`config.mk`:
```
export PLATFORM = sky130hd
export DESIGN_NAME = i2c_wiper_slave
export DESIGN_NICKNAME = d
export VERILOG_FILES = /design/src/rtl/wiper_slave_pkg.sv /design/src/rtl/bus_line_sync.sv /design/src/rtl/i2c_wiper_slave.sv
export SDC_FILE = /design/constraint.sdc
export NUM_CORES = 1
export LEC_CHECK = 0
export BUFFER_PORTS_ARGS = -buffer_cell sky130_fd_sc_hd__buf_4
export CAP_MARGIN = 20
export CORE_ASPECT_RATIO = 1.2
export CORE_MARGIN = 8
export CORE_UTILIZATION = 58
export CTS_CLUSTER_SIZE = 16
export DETAILED_ROUTE_END_ITERATION = 8
export PLACE_DENSITY_LB_ADDON = 0.15
export SLEW_MARGIN = 5
export SYNTH_ARGS = -nofsm -noshare
export SYNTH_HDL_FRONTEND = slang
export SYNTH_SLANG_ARGS = --single-unit
```
`constraint.sdc`:
```
create_clock -name clk -period 2.3 [get_ports clk]
set_input_delay 0.115 -clock clk [delete_from_list [all_inputs] [get_ports clk]]
set_output_delay 0.115 -clock clk [all_outputs]
set_load 0.03 [all_outputs]
```
`src/rtl/wiper_slave_pkg.sv`:
```
package wiper_slave_pkg;

    typedef enum logic [1:0] {
        PH_IDLE,
        PH_RX,
        PH_ACK,
        PH_TX
    } phase_t;

    typedef enum logic [1:0] {
        BK_ADDR,
        BK_INSTR,
        BK_DATA
    } byte_kind_t;

    localparam logic [5:0] DEV_ADDR_HI = 6'b010110;

endpackage

```
`src/rtl/bus_line_sync.sv`:
```
module bus_line_sync #(
    parameter int STAGES = 2
) (
    input  logic clk,
    input  logic rst_n,
    input  logic line_i,
    output logic level_o,
    output logic rise_o,
    output logic fall_o
);

    logic [STAGES-1:0] chain_q;
    logic              prev_q;

    always_ff @(posedge clk or negedge rst_n) begin
        if (!rst_n) begin
            chain_q <= '1;
            prev_q  <= 1'b1;
        end else begin
            chain_q <= {chain_q[STAGES-2:0], line_i};
            prev_q  <= chain_q[STAGES-1];
        end
    end

    assign level_o = chain_q[STAGES-1];
    assign rise_o  = chain_q[STAGES-1] & ~prev_q;
    assign fall_o  = ~chain_q[STAGES-1] & prev_q;

endmodule

```
`src/rtl/i2c_wiper_slave.sv`:
```
module i2c_wiper_slave
    import wiper_slave_pkg::*;
#(
    parameter int WIPER_W = 6,
    parameter int SYNC_STAGES = 2
) (
    input  logic                 clk,
    input  logic                 rst_n,
    input  logic                 scl_i,
    input  logic                 sda_i,
    input  logic                 addr_sel_i,
    input  logic [1:0]           status_i,
    output logic                 sda_low_o,
    output logic [WIPER_W-1:0]   wiper_o,
    output logic                 wiper_we_o,
    output logic                 prog_req_o,
    output logic [WIPER_W-1:0]   prog_code_o
);

    localparam int BYTE_W = 8;
    localparam int CNT_W  = $clog2(BYTE_W + 1);
    localparam logic [WIPER_W-1:0] MID_CODE = WIPER_W'(1) << (WIPER_W - 1);
    localparam logic [CNT_W-1:0]   LAST_BIT = CNT_W'(BYTE_W);

    typedef struct packed {
        phase_t              phase;
        byte_kind_t          kind;
        logic [CNT_W-1:0]    cnt;
        logic [BYTE_W-1:0]   shreg;
        logic                rd;
        logic                sda_low;
        logic [WIPER_W-1:0]  wiper;
        logic                locked;
        logic                we;
        logic                prog;
        logic [WIPER_W-1:0]  prog_code;
    } regs_t;

    regs_t q, d;

    logic scl_lvl, scl_rise, scl_fall;
    logic sda_lvl, sda_rise, sda_fall;
    logic start_det, stop_det;

    logic [1:0] line_in;
    logic [1:0] lvl_v, rise_v, fall_v;
    assign line_in = {sda_i, scl_i};

    for (genvar g = 0; g < 2; g++) begin : g_sync
        bus_line_sync #(.STAGES(SYNC_STAGES)) u_sync (
            .clk     (clk),
            .rst_n   (rst_n),
            .line_i  (line_in[g]),
            .level_o (lvl_v[g]),
            .rise_o  (rise_v[g]),
            .fall_o  (fall_v[g])
        );
    end

    assign scl_lvl  = lvl_v[0];
    assign scl_rise = rise_v[0];
    assign scl_fall = fall_v[0];
    assign sda_lvl  = lvl_v[1];
    assign sda_rise = rise_v[1];
    assign sda_fall = fall_v[1];

    assign start_det = scl_lvl & ~scl_rise & sda_fall;
    assign stop_det  = scl_lvl & ~scl_rise & sda_rise;

    always_comb begin
        d      = q;
        d.we   = 1'b0;
        d.prog = 1'b0;
        if (start_det) begin
            d.phase   = PH_RX;
            d.kind    = BK_ADDR;
            d.cnt     = '0;
            d.sda_low = 1'b0;
        end else if (stop_det) begin
            d.phase   = PH_IDLE;
            d.sda_low = 1'b0;
        end else begin
            unique case (q.phase)
                PH_RX: begin
                    if (scl_rise && q.cnt != LAST_BIT) begin
                        d.shreg = {q.shreg[BYTE_W-2:0], sda_lvl};
                        d.cnt   = q.cnt + 1'b1;
                    end else if (scl_fall && q.cnt == LAST_BIT) begin
                        d.phase   = PH_ACK;
                        d.sda_low = 1'b1;
                        d.rd      = 1'b0;
                        unique case (q.kind)
                            BK_ADDR: begin
                                if (q.shreg[BYTE_W-1:1] == {DEV_ADDR_HI, addr_sel_i}) begin
                                    d.rd = q.shreg[0];
                                end else begin
                                    d.phase   = PH_IDLE;
                                    d.sda_low = 1'b0;
                                end
                            end
                            BK_INSTR: begin
                                if (q.shreg[BYTE_W-1] && !q.locked) begin
                                    d.prog      = 1'b1;
                                    d.locked    = 1'b1;
                                    d.prog_code = q.wiper;
                                end
                            end
                            default: begin
                                if (!q.locked) begin
                                    d.wiper = q.shreg[WIPER_W-1:0];
                                    d.we    = 1'b1;
                                end
                            end
                        endcase
                    end
                end
                PH_ACK: begin
                    if (scl_fall) begin
                        if (q.rd) begin
                            d.phase   = PH_TX;
                            d.shreg   = {status_i, q.wiper};
                            d.sda_low = ~status_i[1];
                            d.cnt     = CNT_W'(1);
                        end else begin
                            d.phase   = PH_RX;
                            d.sda_low = 1'b0;
                            d.cnt     = '0;
                            d.kind    = (q.kind == BK_ADDR) ? BK_INSTR : BK_DATA;
                        end
                    end
                end
                PH_TX: begin
                    if (scl_fall) begin
                        if (q.cnt == LAST_BIT) begin
                            d.phase   = PH_IDLE;
                            d.sda_low = 1'b0;
                        end else begin
                            d.shreg   = {q.shreg[BYTE_W-2:0], 1'b0};
                            d.sda_low = ~q.shreg[BYTE_W-2];
                            d.cnt     = q.cnt + 1'b1;
                        end
                    end
                end
                default: d.sda_low = 1'b0;
            endcase
        end
    end

    always_ff @(posedge clk or negedge rst_n) begin
        if (!rst_n) begin
            q           <= '0;
            q.phase     <= PH_IDLE;
            q.kind      <= BK_ADDR;
            q.wiper     <= MID_CODE;
        end else begin
            q <= d;
        end
    end

    assign sda_low_o   = q.sda_low;
    assign wiper_o     = q.wiper;
    assign wiper_we_o  = q.we;
    assign prog_req_o  = q.prog;
    assign prog_code_o = q.prog_code;

    AST_SDA_ONLY_ACK_TX: assert property (@(posedge clk) disable iff (!rst_n)
        sda_low_o |-> (q.phase == PH_ACK || q.phase == PH_TX)) else $error("sda driven outside ack/tx");

    AST_WIPER_NEEDS_STROBE: assert property (@(posedge clk) disable iff (!rst_n)
        (wiper_o != $past(wiper_o)) |-> wiper_we_o) else $error("wiper moved without strobe");

    AST_WE_SINGLE: assert property (@(posedge clk) disable iff (!rst_n)
        wiper_we_o |=> !wiper_we_o) else $error("write strobe too long");

    AST_PROG_SINGLE: assert property (@(posedge clk) disable iff (!rst_n)
        prog_req_o |=> (!prog_req_o && q.locked)) else $error("program request misbehaved");

    AST_LOCK_FREEZE: assert property (@(posedge clk) disable iff (!rst_n)
        q.locked |=> ($stable(wiper_o) && !prog_req_o)) else $error("locked wiper changed");

    AST_STOP_RELEASE: assert property (@(posedge clk) disable iff (!rst_n)
        stop_det |=> !sda_low_o) else $error("sda held after stop");

endmodule

```
Word-level counts from Yosys, hierarchy flattened. Cells that the tools add are included.

Bits in registers: 39. Bits of input ports: 7. Output and inout port bits: 15. Word-level logic and storage cells: 122.

Add/sub/neg operators: 1. Equal/unequal tests: 23. Mux-type cells: 45. Bitwise operators: 19. Reduce and logical (&&, ||, !) cells: 19.

Operators by type and width (number): two-way mux 8 bit (5); two-way mux 12 bit (3); case mux 12 bit (3 select lines) (1); two-way mux 17 bit (2); two-way mux 2 bit (12); inequality test 4 bit, second input constant (6); two-way mux 16 bit (1); two-way mux 15 bit (1); two-way mux 1 bit (14); two-way mux 7 bit (2); AND reduction 7 bit (2); two-way mux 6 bit (2); inequality test 2 bit, second input constant (6); inequality test 3 bit, second input constant (4); NOT 1 bit (12); AND reduction 6 bit (2); AND reduction 4 bit (2); AND reduction 8 bit (1); bitwise AND 1 bit (7); == test 7 x 6 -> 1 bit (1); case mux 2 bit (3 select lines) (1); AND reduction 5 bit (1); nonzero test 5 bit (1); adder 4 x 1 -> 4 bit, second input constant (1); 12 further kinds (17).

Logic depth before layout (Yosys ltp). Gate-level depths: netlist (run 1).

Word-level depth: 9. Gate-level depth with buffers: 8. Gate-level depth less buffers: 7.

Hierarchy. Synthesis (run 1) repeated with hierarchy kept, for this count alone.

Cells, all modules: 180. Area, all modules: 1984.4 um^2.

By module, submodules not included: i2c_wiper_slave (times used 1, cells an instance 170, area each 1796.7 um^2, sequential area each 827.0 um^2); bus_line_sync (times used 2, cells an instance 5, area each 93.8 um^2, sequential area each 78.8 um^2).

Worst setup path before layout (run 1). OpenSTA, ideal clock, no wires.

Path type: register to register. Start point: reg q[31] (netlist bit). End point: reg q[17] (netlist bit). Library setup time: 0.125 ns. Data arrival time: 2.021 ns. Required time: 2.175 ns. Setup slack: 0.154 ns. Cell stages (with the launch flop): 9. Buffers on the path: 1. Period minus slack after synthesis: 2.146 ns. Cell sequence: dfrtp_1 > inv_1 > ha_1 > nor2_2 > a21boi_2 > o21ai_1 > or4_4 > buf_6 > mux2_4.

Longest elaborated chain between the ends: 3. Elaborated cells on any way between the ends: 11. Those cells by class: eq/ne: 8; mux: 1; reduce/logical: 2.

Ends and longest elaborated chain: start, declared (line i2c_wiper_slave.sv:39) `regs_t q, d;`; == test 2 bit / == test 2 x 1 -> 1 bit (equally long branches) (line i2c_wiper_slave.sv:83) `unique case (q.phase)`; inequality test 2 bit (no line) / nonzero test 3 bit (equally long branches); AND reduction 8 bit (no line).

Parallel ways exist; a longest one is shown, timed or not. A chain may end at the register's enable or synchronous reset.

Worst setup path in the final report (run 1).
Start point: reg q[31] (netlist bit). End point: reg q[21] (netlist bit).

Same word-level chain as after synthesis.

==> results of run 1 <==
## flip-flops by register name (all words and copies together), names as in the netlist
register / cells
prog_req_o: 1
g_sync.u_sync.chain_q: 4
wiper_o: 6
sda_low_o: 1
g_sync.u_sync.prev_q: 2
q: 18
prog_code_o: 6
wiper_we_o: 1
## metrics by stage
step	hold slack (ns)	worst slack, ns
final	0.1917	0.04975
after global routing	0.1953	0.004466
after CTS	0.1862	0.02456
after detailed placement	0.1095	0.03905
after global placement	0.1030	0.1489
after floorplan	-0.1806	0.1538
## per-layer routing
layer	vias to the layer above	wire, um
li1	662	-
met1	691	1652
met2	41	2159
met3	10	218
met4	0	114
met5	-	0
## how the worst min path moves through the flow
stage,start,to,slack (ns),cells past startpoint
after global routing,status_i[1],q[24],0.20,3
final,status_i[0],q[23],0.19,3
after detailed placement,rst_n,prog_code_o[5],0.11,1
after CTS,status_i[0],q[23],0.19,3
after floorplan,rst_n,prog_code_o[0],-0.18,0
after global placement,rst_n,prog_code_o[4],0.10,1
## cell families (layout without fill, tap and decap cells)
kind of cell / after synthesis / after routing / share of synthesized area (%)
xor+xnor: 2 / 2 / 0.8681
buf+inv: 21 / 49 / 6.510
compound gates: 32 / 32 / 11.90
flops: 39 / 39 / 48.79
mux: 23 / 23 / 14.20
fa+ha+maj: 7 / 7 / 4.340
simple gates: 50 / 50 / 13.39
## worst register-to-register path, delay by kind of cell, from the launching register on
kind	cells	cell delay, ns
fa+ha+maj	1	0.26
compound gates	2	0.29
mux	1	0.34
simple gates	2	0.81
flops	1	0.44
## cell type report
type / count / area, um^2
Clock inverter: 1 / 5.005
Multi-Input combinational cell: 114 / 909.6
Timing Repair Buffer: 34 / 262.8
Sequential cell: 39 / 984.7
Clock buffer: 7 / 76.32
Inverter: 7 / 26.28
Tap cell: 37 / 46.29
Fill cell: 258 / 1027
## what timing repair did
item                                   CTS  global route
endpoints found under the hold margin   34             0
setup endpoints to repair                0             8
hold buffers                             3             0
resized for setup                        0             4
buffers inserted                         0             3
## synth_stat cells (2+ instances only)
cell type,number
o22ai_1,2
a22o_1,9
inv_1,7
mux2i_1,2
nand3_1,4
nand2_1,16
buf_4,12
o21ai_0,2
dfstp_2,7
nor2_1,11
mux2_2,12
a21oi_1,5
mux2_4,8
nor2b_1,3
o31ai_1,2
ha_1,7
o211ai_1,2
dfrtp_1,32
or2_2,2
nand2b_1,2
nor3_1,3
## report_power, final
part	switching (W)	internal [W]
combinational	0.000521	0.000594
sequential	0.000160	0.000842
clock	0.000230	0.000213
==> impl_metrics.tcl, run 1 <==
set metrics [dict create \
    io_buffers 21 \
    fin_crit_sh_pct 97.84 \
    rsz0062_at_grt "false" \
    setup-tns-final_ns 0 \
    drtIter0Drc 75 \
    start_kind "flop" \
    min-delay-path-class "primary input to flop" \
    wirelength_um 4145 \
    finalPower_w 0.002560 \
    layout_common_cells "32 x dfrtp_1, 31 x buf_4, 16 x nand2_1" \
    vias 1404 \
    post_dp_cell_area_um2 2170 \
    crit_family "simple AND/OR/NAND/NOR gates" \
    yosysWarningCount 0 \
    drc_errors 0 \
    numCtsBuffers 5 \
    setup.worst_path.end "q[21]" \
    slew_headroom_pct 67.40 \
    firstDrtPassIters 4 \
    slew_violations 0 \
    root_buffer "clkbuf_8" \
    nets 215 \
    grt_pass1_vias 1463 \
    dp.cells 225 \
    r2r_setup_slack_ns 0.05 \
    final_util_pct 69.23 \
    htree_levels 2 \
    grt_busiest_layer "met2" \
    die_area_um2 5631 \
    ioPinCount 22 \
    grt.met1_usage_pct 16.30 \
    ys.flop_type "dfrtp_1" \
    critPathLaunch "q[31]" \
    period_needed_ns 2.250 \
    grt_pass1_wl_um 6831 \
    diodes 0 \
    slowest_stage "or4_4" \
    reg2regPathDepth 6 \
    grt_overflow 0 \
    layout_commonest_cell "dfrtp_1" \
    crit_fanout 8 \
    rr_endpoint "q[21]" \
    cts_tree "built" \
    netlist_instances 174 \
    vias_per_cell 5.874 \
    grt_use_total_pct 15.10 \
    path_clk_slew_ns 0.08 \
    crit_required_ns 2.48 \
    netlist_area_um2 2018 \
    crit_type "flop to flop" \
    r2r_start "q[31]" \
    finalHoldViolCount 0 \
    stdcell_area_um2 2311 \
    postSynth.asyncResetShare_pct 100.0 \
    max_stage_delay_ns 0.65 \
    rows 23 \
    clock_latency_ns 0.29 \
    antenna_found_initial 0 \
    synth_edf_count 0 \
    p_per_area_nw_per_um2 1108 \
    tightestPinTransition_ns 0.4890 \
    grt_use_met3_pct 4.064 \
    grt_start_max_net_pins 40 \
    crit_chain "ha_2 -> nor2_2 -> a21boi_2 -> o21ai_1 -> or4_4 -> mux2_4" \
    max_freq_ghz 0.4444 \
    cap_violations 0 \
    cts_buffer_depth 2 \
    core_area_um2 3338 \
    ys_types 45 \
    ant_nets 0 \
    ir_drop_v 0.0007908 \
    cp_num_buf_inv 0 \
    cts.sinks 39 \
    worstPathArrival_ns 2.43 \
    avgSynthCellArea_um2 11.60 \
    post_drt_wl_per_cell_um 17.34 \
    place_congestion 0.8617 \
    skew_ns 0.009926 \
    leakage_nw 1.126 \
    final_cells 239 \
    synthTopCellsByArea "dfrtp_1 40%, dfstp_2 9.1%, mux2_2 6.7%, mux2_4 6.0%, buf_4 4.5%" \
    syn-num-nets 188 \
    grt_use_met2_pct 26.26 \
    place_hpwl_um 3023 \
    die-width_um 69.85 \
    syn_to_final_growth_pct 14.51 \
    end_kind "flop" \
    synth-seq-area-share_pct 48.79 \
    synth.top_cell.area_share_pct 39.68 \
    synth_largest_area_cell "dfrtp_1" \
    status "complete, no violations" \
    initial_core_util_pct 60.46 \
    dieHeight_um 80.62 \
    cp.depth 6 \
    drive_above_1_share_pct 37.62 \
    synth_seq_cells 39 \
    finalSetupViolations 0 \
]
Power figures use the tool's default switching activity.
==> inputs of run 2 (changes only) <==
- CELL_PAD_IN_SITES_DETAIL_PLACEMENT: unset -> 1
- CELL_PAD_IN_SITES_GLOBAL_PLACEMENT: unset -> 2
- CORE_UTILIZATION: 58 -> 39
==> impl_metrics.tcl, run 2 (same netlist as run 1, synthesis figures left out) <==
set metrics [dict create \
    status "complete, no violations" \
    cts_tree "built" \
    diodes 0 \
    dp.cells 247 \
    layout_common_cells "31 x dfrtp_1, 28 x buf_4, 16 x nand2_1" \
    clock_latency_ns 0.29 \
    io_buffers 21 \
    vias_per_cell 5.490 \
    p_per_area_nw_per_um2 1139 \
    wirelength_um 4782 \
    die_area_um2 7742 \
    final_cells 259 \
    firstDrtPassIters 4 \
    path_clk_slew_ns 0.08 \
    grt_start_max_net_pins 40 \
    htree_levels 2 \
    rows 28 \
    cts_buffer_depth 2 \
    finalSetupViolations 0 \
    vias 1422 \
    drtIter0Drc 39 \
    fin_hold_ws_ns 0.1975 \
    layout_commonest_cell "dfrtp_1" \
    initial_core_util_pct 40.57 \
    ioPinCount 22 \
    place_hpwl_um 3414 \
    ir_drop_v 0.0004499 \
    cts.sinks 39 \
    skew_ns 0.008860 \
    grt_pass1_vias 1565 \
    cap_violations 0 \
    place_congestion 0.8284 \
    drc_errors 0 \
    dp_slack_ns 0.03049 \
    grt_use_total_pct 13.22 \
    dieHeight_um 94.80 \
    nets 212 \
    crit_required_ns 2.48 \
    grt_overflow 0 \
    fin_crit_sh_pct 96.97 \
    post_drt_wl_per_cell_um 18.46 \
    largest_reg_flops 18 \
    ant_nets 0 \
    crit_type "flop to flop" \
    grt_pass1_wl_um 7879 \
    slowest_stage "or4_4" \
    max_stage_delay_ns 0.64 \
    antenna_found_initial 0 \
    die-width_um 81.67 \
    period_needed_ns 2.230 \
    tightestPinTransition_ns 0.6427 \
    end_kind "flop" \
    crit_fanout 8 \
    start_kind "flop" \
    setup-tns-final_ns 0 \
    slew_headroom_pct 57.00 \
    numCtsBuffers 5 \
    worstPathArrival_ns 2.41 \
    max_freq_ghz 0.4484 \
    crit_chain "inv_1 -> ha_1 -> nor2_2 -> a21boi_2 -> o21ai_1 -> or4_4 -> mux2_4" \
    top_register "q" \
    syn_to_final_growth_pct 16.68 \
    finalHoldViolCount 0 \
    min-delay-path-class "primary input to flop" \
    core_area_um2 4975 \
    leakage_nw 1.132 \
    drive_above_1_share_pct 37.69 \
    slew_violations 0 \
    setup_ws_ns 0.06970 \
    root_buffer "clkbuf_8" \
]
-- run 2: cell count changes in the layout (fill, tap and decap cells not counted), sizes merged --
cell and delta:
clkinv +1, clkbuf -2, buf -3, bufinv +1
-- run 2: cell type report --
class	count	area, um^2
tap	60	75.07
clock buffer	5	68.82
inverter	7	26.28
sequential	39	985.9
timing repair buffer	31	240.2
clock inverter	3	43.79
multi-input combinational	114	914.6
fill	544	2620
-- run 2: per-stage QoR --
step | power [W] | cell area (um^2) | utilization [%]
floorplan | 0.001843 | 2018 | -
global placement | 0.002033 | 2191 | 44.04
detailed placement | 0.002076 | 2191 | 44.04
CTS | 0.002673 | 2333 | 46.91
global route | 0.002871 | 2355 | 47.33
finish | 0.002683 | 2355 | 47.33
-- run 2: worst max-delay path, delay by kind of cell (launching register included) --
kind,cells,cell delay [ns]
and+or+nand+nor,2,0.76
adders and majority gates,1,0.23
buffers and inverters,1,0.09
DFF,1,0.41
muxes,1,0.33
AOI/OAI and AO/OA,2,0.30
-- run 2: repair_timing --
item,4_1_cts,5_1_grt
gates resized for setup,0,4
hold buffers,3,0
endpoints found under the setup margin,0,10
buffers inserted,0,1
endpoints found under the hold margin,34,0
-- run 2: routing by layer --
metal	wire, um	share of wire (%)	track usage [%]	vias up
met5	0	0	0	-
met4	107	2.2	4.985	0
met3	159	3.3	2.947	8
met2	2557	53	23.79	20
met1	1957	41	14.64	735
li1	-	-	-	659
-- run 2: path summary, 6_finish.rpt --
kind | startpoint | to | slack, ns | depth (start not counted)
max in group asynchronous | rst_n | g_sync[1].u_sync.chain_q[1] | 1.59 | 2
worst min register to register | g_sync[0].u_sync.chain_q[0] | g_sync[0].u_sync.chain_q[1] | 0.36 | 0
worst min-delay path | status_i[0] | q[23] | 0.20 | 3
worst max register to register | q[31] | q[20] | 0.07 | 7
min in group asynchronous | rst_n | prog_code_o[5] | 0.33 | 2
worst max-delay path | q[31] | q[20] | 0.07 | 7
-- run 2: report_power, final --
part | switching [W] | leakage [nW] | internal, W
Sequential | 0.000155 | 0.492 | 0.000843
Clock | 0.000256 | 0.0581 | 0.000323
Combinational | 0.000529 | 0.583 | 0.000577
Total | 0.000940 | 1.13 | 0.00174
